[config.mk]
export PLATFORM = sky130hd
export DESIGN_NAME = crc32_par_engine
export DESIGN_NICKNAME = d
export VERILOG_FILES = /design/src/rtl/crc32_pkg.sv /design/src/rtl/crc32_rst_sync.sv /design/src/rtl/crc32_word_net.sv /design/src/rtl/crc32_state.sv /design/src/rtl/crc32_par_engine.sv
export SDC_FILE = /design/constraint.sdc
export NUM_CORES = 1
export LEC_CHECK = 0
export BUFFER_PORTS_ARGS = -buffer_cell sky130_fd_sc_hd__buf_2
export CAP_MARGIN = 20
export CORE_MARGIN = 2
export CORE_UTILIZATION = 67
export DETAILED_ROUTE_END_ITERATION = 8
export GPL_TIMING_DRIVEN = 0
export HOLD_SLACK_MARGIN = 0.1
export PLACE_DENSITY = 0.88
export SETUP_SLACK_MARGIN = 0.2
export SYNTH_ARGS = -nofsm -noshare
export SYNTH_HDL_FRONTEND = slang
export SYNTH_SLANG_ARGS = --single-unit
[constraint.sdc]
create_clock -name clk -period 2.1 [get_ports clk]
set_clock_uncertainty 0.05 [all_clocks]
set_input_delay 0.42 -clock clk [delete_from_list [all_inputs] [get_ports clk]]
set_output_delay 0.42 -clock clk [all_outputs]
set_load 0.03 [all_outputs]
[src/rtl/crc32_pkg.sv]
package crc32_pkg;

  localparam int CRC_W     = 32;
  localparam int CRC_LANES = 4;
  localparam int DATA_W    = 8 * CRC_LANES;
  localparam int CNT_W     = $clog2(CRC_LANES);

  localparam logic [CRC_W-1:0] CRC_POLY_REFL = 32'hEDB88320;
  localparam logic [CRC_W-1:0] CRC_PRESET    = 32'hFFFFFFFF;
  localparam logic [CRC_W-1:0] CRC_RESIDUE   = 32'hDEBB20E3;
  localparam logic [CRC_W-1:0] CRC_OK_OUT    = ~CRC_RESIDUE;

  typedef struct packed {
    logic              sof;
    logic              eof;
    logic              chk;
    logic [CNT_W-1:0]  cnt;
    logic [DATA_W-1:0] data;
  } crc_beat_t;

  // Folds the lowest nlanes bytes of a word into the state, lane 0 first,
  // each byte least-significant bit first. Unrolls into an XOR network.
  function automatic logic [CRC_W-1:0] crc_fold_lanes(
    input logic [CRC_W-1:0]  st,
    input logic [DATA_W-1:0] d,
    input int                nlanes
  );
    logic [CRC_W-1:0] c;
    c = st;
    for (int b = 0; b < CRC_LANES; b++) begin
      if (b < nlanes) begin
        c = c ^ {{(CRC_W-8){1'b0}}, d[8*b +: 8]};
        for (int i = 0; i < 8; i++) begin
          c = c[0] ? ((c >> 1) ^ CRC_POLY_REFL) : (c >> 1);
        end
      end
    end
    return c;
  endfunction

endpackage

[src/rtl/crc32_rst_sync.sv]
module crc32_rst_sync #(
  parameter int STAGES = 2
) (
  input  logic clk,
  input  logic rst_n,
  output logic rst_sync_n
);

  logic [STAGES-1:0] sync_q;

  always_ff @(posedge clk or negedge rst_n) begin
    if (!rst_n) sync_q <= '0;
    else        sync_q <= {sync_q[STAGES-2:0], 1'b1};
  end

  assign rst_sync_n = sync_q[STAGES-1];

endmodule

[src/rtl/crc32_word_net.sv]
module crc32_word_net
  import crc32_pkg::*;
(
  input  logic [CRC_W-1:0]  state_i,
  input  logic              sof_i,
  input  logic              eof_i,
  input  logic [CNT_W-1:0]  cnt_i,
  input  logic [DATA_W-1:0] data_i,
  output logic [CRC_W-1:0]  next_o
);

  logic [CRC_W-1:0] seed;
  logic [CRC_W-1:0] net_res [CRC_LANES];
  logic [CNT_W-1:0] sel;

  // Start of frame folds the word into the preset, not the old state.
  assign seed = sof_i ? CRC_PRESET : state_i;

  // One dedicated network per possible byte count of a word.
  for (genvar g = 0; g < CRC_LANES; g++) begin : g_net
    assign net_res[g] = crc_fold_lanes(seed, data_i, g + 1);
  end

  always_comb begin
    if (!eof_i || (cnt_i == '0)) sel = CNT_W'(CRC_LANES - 1);
    else                         sel = cnt_i - CNT_W'(1);
  end

  assign next_o = net_res[sel];

endmodule

[src/rtl/crc32_state.sv]
module crc32_state
  import crc32_pkg::*;
(
  input  logic             clk,
  input  logic             rst_n,
  input  logic             upd_v,
  input  crc_beat_t        upd,
  input  logic [CRC_W-1:0] next_i,
  output logic [CRC_W-1:0] state_o,
  output logic [CRC_W-1:0] crc_o,
  output logic             done_o,
  output logic             ok_o
);

  logic [CRC_W-1:0] state_q, state_d;
  logic             done_q, done_d;
  logic             ok_q, ok_d;

  always_comb begin
    state_d = state_q;
    if (upd_v) state_d = next_i;
    done_d = upd_v && upd.eof;
    ok_d   = upd_v && upd.eof && upd.chk && (next_i == CRC_RESIDUE);
  end

  always_ff @(posedge clk or negedge rst_n) begin
    if (!rst_n) begin
      state_q <= CRC_PRESET;
      done_q  <= 1'b0;
      ok_q    <= 1'b0;
    end else begin
      state_q <= state_d;
      done_q  <= done_d;
      ok_q    <= ok_d;
    end
  end

  assign state_o = state_q;
  assign crc_o   = ~state_q;
  assign done_o  = done_q;
  assign ok_o    = ok_q;


  done_follow_chk: assert property (@(posedge clk) disable iff (!rst_n)
    (upd_v && upd.eof) |=> done_o);


  done_single_chk: assert property (@(posedge clk) disable iff (!rst_n)
    done_o |=> !done_o || $past(upd_v && upd.eof));


  ok_with_done_chk: assert property (@(posedge clk) disable iff (!rst_n)
    ok_o |-> done_o);


  residue_out_chk: assert property (@(posedge clk) disable iff (!rst_n)
    ok_o |-> (crc_o == CRC_OK_OUT));

endmodule

[src/rtl/crc32_par_engine.sv]
module crc32_par_engine
  import crc32_pkg::*;
#(
  parameter bit PIPE_EN = 1'b1
) (
  input  logic              clk,
  input  logic              rst_n,
  input  logic              in_valid,
  input  logic              in_sof,
  input  logic              in_eof,
  input  logic [CNT_W-1:0]  in_last_cnt,
  input  logic              in_check,
  input  logic [DATA_W-1:0] in_data,
  output logic [CRC_W-1:0]  crc_out,
  output logic              crc_done,
  output logic              crc_ok
);

  logic             rst_s_n;
  crc_beat_t        beat_in;
  crc_beat_t        upd;
  logic             upd_v;
  logic [CRC_W-1:0] state_cur;
  logic [CRC_W-1:0] state_nxt;

  crc32_rst_sync #(.STAGES(2)) u_rst_sync (
    .clk        (clk),
    .rst_n      (rst_n),
    .rst_sync_n (rst_s_n)
  );

  assign beat_in = '{sof: in_sof, eof: in_eof, chk: in_check,
                     cnt: in_last_cnt, data: in_data};

  if (PIPE_EN) begin : g_pipe
    logic      v_q;
    crc_beat_t beat_q;

    always_ff @(posedge clk or negedge rst_s_n) begin
      if (!rst_s_n) v_q <= 1'b0;
      else          v_q <= in_valid;
    end

    // Payload register: clock-enabled, no reset needed.
    always_ff @(posedge clk) begin
      if (in_valid) beat_q <= beat_in;
    end

    assign upd_v = v_q;
    assign upd   = beat_q;


    stage_fwd_chk: assert property (@(posedge clk) disable iff (!rst_s_n)
      in_valid |=> upd_v);
  end else begin : g_flow
    assign upd_v = in_valid;
    assign upd   = beat_in;
  end

  crc32_word_net u_net (
    .state_i (state_cur),
    .sof_i   (upd.sof),
    .eof_i   (upd.eof),
    .cnt_i   (upd.cnt),
    .data_i  (upd.data),
    .next_o  (state_nxt)
  );

  crc32_state u_state (
    .clk     (clk),
    .rst_n   (rst_s_n),
    .upd_v   (upd_v),
    .upd     (upd),
    .next_i  (state_nxt),
    .state_o (state_cur),
    .crc_o   (crc_out),
    .done_o  (crc_done),
    .ok_o    (crc_ok)
  );


  hold_idle_chk: assert property (@(posedge clk) disable iff (!rst_s_n)
    (!in_valid && !upd_v) |=> $stable(crc_out));

endmodule

==> flow_summary.toml, run 1 <==
[synthesis]
synth_top_family_by_area = "XOR/XNOR gates"
postSynthCellCount = 750
ys_async_sr_fraction = 0.500
yosys.area_share.simple = 0.0648
synthMuxAreaShare = 0.0217
synth-compound-area-share = 0.0730
synth_top_flop_cell = "edfxtp_1"
ys_seq_area_frac = 0.248
synth-xor-area-share = 0.549
ys_top_cells_by_area = "xnor2_1 (20%), edfxtp_1 (13%), xnor3_1 (12%)"
synth_top_cell_area_share = 0.202
ys_ff_latch = 74
synth_area_um2 = 8360
synth_largest_area_cell = "xnor2_1"
synthesis.nets = 791
synthDistinctLibCells = 57
synth_fa_ha_area_frac = 0.00150
yosys_warnings = 0
synth-edff-count = 37
syn_avg_cell_area_um2 = 11.2

[floorplan]
top_level_ports = 74
rows = 40
die_w_um = 116
die_h_um = 116
initial_core_util = 0.690

[clock_tree]
cts_buffers = 9
clock_tree.root_cell = "clkbuf_16"
cts_resized = 179
postCtsHoldBufs = 1
clkSinkCount = 74
post-cts-setup-buffers = 146
clock_path_buffers = 2
cts_htree_levels = 3

[outcome]
stop_error = "[ERROR DPL-0033] detailed placement checks failed during check placement."
stop_stage = "4_1_cts"
status = "stopped before the end"

[placed_design]
place_congestion = 1.03
pre_cts_ws_ps = -3150
portBuffers = 73
hpwlAfterDp_mm = 21.8
through the flow:
step                      cell area (um^2)   util  instances  TNS [ps]
after detailed placement              9330  0.770        992    -82940
after floorplan                       8730      -        750    -55280
after global placement                9300  0.768        991    -79310
cells by family after synthesis:
| logic type | Yosys count |
|---|---|
| xor gates and xnor gates | 362 |
| and+or+nand+nor | 124 |
| AOI/OAI and AO/OA | 98 |
| buffers and inverters | 77 |
| DFF | 74 |
| muxes | 13 |
| adders and majority gates | 1 |
| other | 1 |
cell usage after synthesis, types with 10 or more instances:
cell type and count:
xnor2_1 193, xor2_1 62, inv_1 37, buf_2 10, clkbuf_1 20, o21ai_0 26, nand2_1 34, xnor3_1 46
o22ai_1 10, nor2_1 65, dfstp_2 32, xor3_1 17, xnor2_2 16, edfxtp_1 37, a21oi_1 25
==> run 2: changes to the inputs <==
--- a/config.mk
+++ b/config.mk
@@ -8,12 +8,10 @@
 export BUFFER_PORTS_ARGS = -buffer_cell sky130_fd_sc_hd__buf_2
 export CAP_MARGIN = 20
 export CORE_MARGIN = 2
-export CORE_UTILIZATION = 67
+export CORE_UTILIZATION = 40
 export DETAILED_ROUTE_END_ITERATION = 8
 export GPL_TIMING_DRIVEN = 0
-export HOLD_SLACK_MARGIN = 0.1
-export PLACE_DENSITY = 0.88
-export SETUP_SLACK_MARGIN = 0.2
+export PLACE_DENSITY_LB_ADDON = 0.15
 export SYNTH_ARGS = -nofsm -noshare
 export SYNTH_HDL_FRONTEND = slang
 export SYNTH_SLANG_ARGS = --single-unit
==> flow_summary.toml, run 2 <==
[timing]
setup_slack_ps = -2630
worstMarginPinSlew_ps = 1010
slew_headroom = 0.325
fin_crit_ps = 4730
rsz0062_at_grt = "true"
hold_ws_ps = 180
final_max_slew_viol_count = 0
setup_viol = 33
fin_crit_sh = 2.25
hold_violations = 0
max_freq_mhz = 211

[synthesis]
yosys_warnings = 0
synth_commonest_cells = "xnor2_1 (193), nor2_1 (65), xor2_1 (62), xnor3_1 (46)"
postSynthCellCount = 750
ys_top_cells_by_area = "xnor2_1 (20%), edfxtp_1 (13%), xnor3_1 (12%)"
synth_area_um2 = 8360
synth-edff-count = 37
synthDistinctLibCells = 57
synth_largest_area_cell = "xnor2_1"
synth_top_flop_cell = "edfxtp_1"
ys_ff_latch = 74
synthesis.nets = 791
synth_top_cell_area_share = 0.202
syn_avg_cell_area_um2 = 11.2
ys_async_sr_fraction = 0.500
ys_seq_area_frac = 0.248
yosysMostFrequentCell = "xnor2_1"

[route]
drt-initial-drc-count = 545
wire_per_inst_um = 25.6
wl_mm = 32.3
viasPerCell = 5.31
vias = 6698
drt-pass1-iter-count = 5
drtAntennaViolNets = 0
drc_errors = 0

[clock_tree]
clkSinkCount = 74
clock_tree.root_cell = "clkbuf_16"
cts_buffers = 9
cts_htree_levels = 3
clock_path_buffers = 2
clk_latency_ps = 360
path_clk_slew_ps = 70
cts_tree = "yes"

[grt]
grt_pass1_wl_mm = 46.0
grtUsageTotal = 0.294
grtUsageMet1 = 0.396
grtUsageMet2 = 0.483
grt_pass1_vias = 6782
antenna_found_initial = 0
overflow = 0
grt_util_met3 = 0.0500
grt_max_degree = 39
gr-max-usage-layer = "met2"

[critical_path]
arrival_ps = 4940
endpoint_kind = "flop"
crit_start = "u_state.state_o[2]"
r2r-start = "u_state.state_o[2]"
rr_worst_depth = 16
start_kind = "flop"
cp_data_required_time_ps = 2310
crit_type = "reg2reg"
r2r_end = "u_state.ok_o"
r2r_setup_slack_ps = -2630
path_max_fanout = 7

[flow_run]
cap_violations = 0

[finish]
final_util = 0.606
fin_area_um2 = 12300
top_register = "g_pipe.beat_q"
mostFrequentLayoutCell = "xnor2_1"
fin_nets = 1027
n_antenna_cell = 0
final_layout_size_suffix_gt1_frac = 0.523
area_growth_pct = 47.6
final_cell_mix = "xnor2_1 (127), buf_4 (113), buf_2 (75)"
largest_reg_flops = 37

[floorplan]
die_area_um2 = 22100
top_level_ports = 74
initial_core_util = 0.411
die_w_um = 149
rows = 52
core_um2 = 20400
die_h_um = 149

[placed_design]
pre_cts_ws_ps = -3150
dpl_cell_area_um2 = 9460
place_congestion = 0.958
hpwlAfterDp_mm = 23.7
portBuffers = 73

[outcome]
status = "finished, violations left"
violations = "setup timing"

[worst_hold_path]
min_from = "in_data[28]"
whs_endpoint = "g_pipe.beat_q[28]"
whs_path_depth = 1
hold_class = "in2reg"
run 2: cell counts after synthesis:
Identical to the previous run, type by type.
run 2: worst max-delay path by stage:
stage | endpoint | slack (ps)
after detailed placement | u_state.ok_o | -3150
after CTS | u_state.ok_o | -2630
after global placement | u_state.ok_o | -3200
final | u_state.ok_o | -2630
after floorplan | u_state.ok_o | -2210
after global routing | u_state.ok_o | -2740
run 2: metal layers:
| metal | vias to the layer above | routed length (um) |
|---|---|---|
| li1 | 2979 | - |
| met1 | 3350 | 13400 |
| met2 | 306 | 15400 |
| met3 | 63 | 2380 |
| met4 | 0 | 1120 |
| met5 | - | 0 |
run 2: final cells by class:
| type | instances | area (um^2) |
|---|---|---|
| buffer | 38 | 273 |
| clock buffer | 11 | 264 |
| clock inverter | 5 | 60.1 |
| fill | 1647 | 8020 |
| inverter | 37 | 139 |
| multi-input combinational | 599 | 7360 |
| sequential | 74 | 2080 |
| tap | 270 | 338 |
| timing repair buffer | 227 | 1840 |
run 2: critical path, cell delays in order (launching register included):
cell and delay, ps:
dfstp_2 530, buf_6 160, xnor2_1 110, nor2_4 210, xor3_2 410, xor2_4 340, xnor3_2 610, xnor3_2 360
xnor2_4 310, buf_12 150, xnor2_4 120, buf_12 170, xor2_4 200, o21ai_4 110, nor4_2 320, nand4bb_1 170
nor4_2 280
run 2: cells by family after synthesis:
kind of cell / count (synthesis) / share of synthesized area
other cells: 1 / 0.000448
fa+ha+maj: 1 / 0.00150
flops: 74 / 0.248
xor+xnor: 362 / 0.549
simple gates: 124 / 0.0648
compound gates: 98 / 0.0730
mux: 13 / 0.0217
buf+inv: 77 / 0.0414
run 2: through the flow:
step	std cells	setup TNS, ps
floorplan	750	-55280
global placement	1093	-83440
detailed placement	1094	-83330
CTS	1217	-70070
global route	1261	-74930
finish	1261	-72010
run 2: timing repair:
item	4_1_cts	5_1_grt
setup buffers	110	44
hold endpoints to repair	2	0
gates resized for setup	149	73
hold buffers	1	0
gates cloned	0	0
setup endpoints to repair	33	33
pin swaps	68	49
Power of run 2 is left out: the tool's default activity adds up to more than one toggle a clock period on the data nets, which glitch-free logic cannot reach.
==> run 3: changes to the inputs <==
--- a/config.mk
+++ b/config.mk
@@ -12,6 +12,7 @@
 export DETAILED_ROUTE_END_ITERATION = 8
 export GPL_TIMING_DRIVEN = 0
 export PLACE_DENSITY_LB_ADDON = 0.15
+export REMOVE_ABC_BUFFERS = 1
 export SYNTH_ARGS = -nofsm -noshare
 export SYNTH_HDL_FRONTEND = slang
 export SYNTH_SLANG_ARGS = --single-unit
==> constraint.sdc (replaced) <==
create_clock -name clk -period 2.1 [get_ports clk]
set_clock_uncertainty 0.05 [all_clocks]
set_input_delay 0.105 -clock clk [delete_from_list [all_inputs] [get_ports clk]]
set_output_delay 0.105 -clock clk [all_outputs]
set_load 0.03 [all_outputs]
==> flow_summary.toml, run 3 (same netlist as run 2, synthesis figures left out) <==
[critical_path]
arrival_ps = 5110
start_kind = "flop"
endpoint_kind = "flop"
path_max_fanout = 6
crit_type = "reg2reg"
cp_data_required_time_ps = 2290

[clock_tree]
cts_buffers = 9
cts_tree = "yes"
clock_path_buffers = 2
clk_latency_ps = 360
clock_tree.root_cell = "clkbuf_16"
path_clk_slew_ps = 70
clkSinkCount = 74
cts_htree_levels = 3

[finish]
fin_nets = 1061
area_growth_pct = 53.8
final_layout_size_suffix_gt1_frac = 0.521
mostFrequentLayoutCell = "buf_4"
largest_reg_flops = 37
n_antenna_cell = 0
fin_area_um2 = 12900
n_fill_cell = 1563
final_cell_mix = "buf_4 (133), xnor2_1 (127), buf_2 (73)"
top_register = "g_pipe.beat_q"

[outcome]
violations = "setup timing"
status = "finished, violations left"

[grt]
grt_pass1_wl_mm = 46.7
overflow = 0
antenna_found_initial = 1
grtUsageTotal = 0.296
grt_pass1_vias = 7109
grt_max_degree = 39

[floorplan]
initial_core_util = 0.411
core_um2 = 20400
die_w_um = 149
rows = 52
die_area_um2 = 22100
die_h_um = 149
top_level_ports = 74

[timing]
hold_violations = 0
rsz0062_at_grt = "true"
fin_crit_sh = 2.34
final_max_slew_viol_count = 0
slew_headroom = 0.177
fin_crit_ps = 4920
worstMarginPinSlew_ps = 1230
max_freq_mhz = 203
setup_viol = 33
setup_slack_ps = -2820

[route]
drc_errors = 0
wire_per_inst_um = 24.8
drt-pass1-iter-count = 5
drt-initial-drc-count = 538
viasPerCell = 5.32
wl_mm = 32.1
drtAntennaViolNets = 0
vias = 6888

[placed_design]
hpwlAfterDp_mm = 21.8
place_congestion = 0.969
dpl_cell_area_um2 = 8920
portBuffers = 73

[worst_hold_path]
hold_class = "in2async"

[flow_run]
cap_violations = 0
[run 3: worst paths after layout]
path,cells after the start,from,endpoint,slack (ps)
worst max-delay path,18,u_state.state_o[0],u_state.ok_o,-2820
worst max register to register,18,u_state.state_o[0],u_state.ok_o,-2820
worst min register to register,0,u_rst_sync.sync_q[0],u_rst_sync.sync_q[1],300
max in group asynchronous,0,u_rst_sync.sync_q[1],g_pipe.v_q,1070
worst min-delay path,2,rst_n,u_rst_sync.sync_q[1],10
min in group clk,0,u_rst_sync.sync_q[0],u_rst_sync.sync_q[1],300
[run 3: layout make-up]
cell class	count	area, um^2	share of cell area
inverters	37	139	0.0108
clock inverters	6	90.1	0.00701
flip-flops and latches	74	2080	0.162
repair buffers	299	2530	0.197
clock buffers	10	229	0.0178
well taps	270	338	0.0263
multi-input cells	599	7440	0.579
[run 3: metrics by stage]
stage | setup TNS (ps) | hold slack [ps] | instances | worst slack [ps] | util
floorplan | -88520 | -241 | 710 | -3450 | -
global placement | -144000 | -158 | 1053 | -5440 | 0.435
detailed placement | -115630 | -155 | 1055 | -4610 | 0.438
CTS | -70350 | 13.5 | 1248 | -2730 | 0.588
global route | -74270 | 15.6 | 1295 | -2860 | 0.631
finish | -71520 | 13.5 | 1295 | -2820 | 0.631
[run 3: layer usage]
layer | track usage | share of wire
met1 | 0.397 | 0.42
met5 | 0 | 0
met2 | 0.488 | 0.47
met3 | 0.0377 | 0.065
met4 | 0.123 | 0.051
[run 3: worst max-delay path, cell delays in order, from the launching register on]
cell	delay, ps
dfstp_4	680
buf_12	130
buf_12	100
xnor2_4	140
nor2_4	80
buf_12	140
xnor2_4	160
xor3_2	480
xnor3_2	430
buf_6	160
xnor2_4	190
xnor3_2	410
buf_6	170
xor2_1	160
xnor2_1	280
o221ai_2	180
nor4_4	430
nand3b_1	140
nor4_2	300
[run 3: repair_timing]
item	4_1_cts	5_1_grt
setup buffers	138	51
pin swaps	88	53
setup endpoints to repair	33	33
gates cloned	1	0
hold endpoints to repair	39	0
resized for setup	203	87
hold buffers	38	0
Power of run 3 is left out for the same reason.
==> run 4: changes to the inputs <==
==> constraint.sdc (replaced) <==
create_clock -name clk -period 4.85 [get_ports clk]
set_clock_uncertainty 0.05 [all_clocks]
set_input_delay 0.2425 -clock clk [delete_from_list [all_inputs] [get_ports clk]]
set_output_delay 0.2425 -clock clk [all_outputs]
set_load 0.03 [all_outputs]
==> flow_summary.toml, run 4 (same netlist as run 2, synthesis figures left out) <==
[route]
drt-met1-wl_mm = 12.7
vias = 6308
dr_wl_met3_mm = 2.19
viasPerCell = 5.35
drt-pass1-iter-count = 7
drtAntennaViolNets = 0
routed-wl-met2_mm = 13.9
highest-signal-layer = "met4"
wl_mm = 30.1
wire_per_inst_um = 25.5
drc_errors = 0
drt-initial-drc-count = 454

[critical_path]
path_max_fanout = 6
start_kind = "flop"
endpoint_kind = "flop"
crit_type = "reg2reg"
arrival_ps = 5150
cp_data_required_time_ps = 5030

[timing]
max_freq_mhz = 201
setup_tns_ps = -120
hold_violations = 0
setup_slack_ps = -120
slew_headroom = 0.279
worstMarginPinSlew_ps = 1080
fin_crit_ps = 4970
rsz0062_at_grt = "true"
final_max_slew_viol_count = 0
fin_crit_sh = 1.02
setup_viol = 1

[outcome]
violations = "setup timing"
status = "finished, violations left"

[placed_design]
place_congestion = 0.969
hpwlAfterDp_mm = 21.8
portBuffers = 73

[floorplan]
die_h_um = 149
core_um2 = 20400
die_area_um2 = 22100
die_w_um = 149
initial_core_util = 0.411
rows = 52
top_level_ports = 74

[clock_tree]
clkSinkCount = 74
clk_latency_ps = 360
clock_tree.root_cell = "clkbuf_16"
path_clk_slew_ps = 80
cts_htree_levels = 3
cts_tree = "yes"
cts_buffers = 9
clock_path_buffers = 2

[grt]
grt_pass1_wl_mm = 44.2
grt_pass1_vias = 6612
overflow = 0
grt_max_degree = 39
grtUsageTotal = 0.282
antenna_found_initial = 0

[worst_hold_path]
hold_class = "in2reg"

[finish]
top_register = "g_pipe.beat_q"
n_antenna_cell = 0
final_cell_mix = "xnor2_1 (162), buf_4 (90), buf_2 (73)"
final_layout_size_suffix_gt1_frac = 0.404
largest_reg_flops = 37
fin_nets = 944
area_growth_pct = 31.1
mostFrequentLayoutCell = "xnor2_1"

[flow_run]
cap_violations = 0
==> run 4: changes by cell type in the layout (fill, tap and decap cells not counted), sizes merged <==
| cell | delta |
|---|---|
| buf | -79 |
| bufbuf | -1 |
| dlygate4sd3 | -37 |
==> run 4: routing by layer <==
metal	up-vias	GRT usage
li1	2801	-
met1	3180	0.378
met2	269	0.455
met3	58	0.0500
met4	0	0.111
met5	-	0
==> run 4: final timing paths <==
| kind | from | to | slack [ps] | cells past startpoint |
|---|---|---|---|---|
| worst min-delay path | in_data[30] | g_pipe.beat_q[30] | 7 | 1 |
| worst min register to register | u_rst_sync.sync_q[0] | u_rst_sync.sync_q[1] | 300 | 0 |
| worst max register to register | u_state.state_o[0] | u_state.ok_o | -120 | 16 |
| min in group asynchronous | rst_n | u_rst_sync.sync_q[1] | 160 | 2 |
| worst max-delay path | u_state.state_o[0] | u_state.ok_o | -120 | 16 |
| max in group asynchronous | u_rst_sync.sync_q[1] | g_pipe.v_q | 3810 | 0 |
==> run 4: critical path, cell delays in order (launching register included) <==
cell and delay, ps:
dfstp_4 700, xnor2_2 200, mux2i_4 360, xor2_4 180
buf_12 140, xnor2_4 130, buf_4 190, xnor2_4 140
xnor3_2 490, xor2_1 210, xnor3_2 510, buf_4 170
xnor3_1 340, a221oi_2 120, nor4_4 380, nand3b_1 140
nor4_2 380
==> run 4: what timing repair did <==
action / 4_1_cts / 5_1_grt
hold buffers: 1 / 0
gates resized for setup: 106 / 17
endpoints found under the hold margin: 2 / 0
pin swaps: 57 / 20
endpoints found under the setup margin: 32 / 3
buffers inserted: 88 / 16
==> run 4: per-stage QoR <==
| step | cell area, um^2 | hold slack, ps | worst slack [ps] | utilization | instances |
|---|---|---|---|---|---|
| 2_1_floorplan | 8160 | -103 | -704 | - | 710 |
| 3_3_place_gp | 8860 | -20.9 | -2690 | 0.435 | 1053 |
| 3_5_place_dp | 8920 | -17.8 | -1860 | 0.438 | 1055 |
| 4_1_cts | 10600 | 1.29 | -43.8 | 0.522 | 1160 |
| 5_1_grt | 11000 | 6.87 | -143 | 0.538 | 1178 |
| 6_report | 11000 | 7.49 | -120 | 0.538 | 1178 |
==> run 4: layout make-up <==
cell class                 count  area (um^2)
multi-input combinational    599         6700
sequential                    74         2080
tap                          270          338
clock inverter                 6         90.1
inverter                      37          139
timing repair buffer         182         1380
clock buffer                  10          229
fill                        1784         9400
Power of run 4 is left out for the same reason.
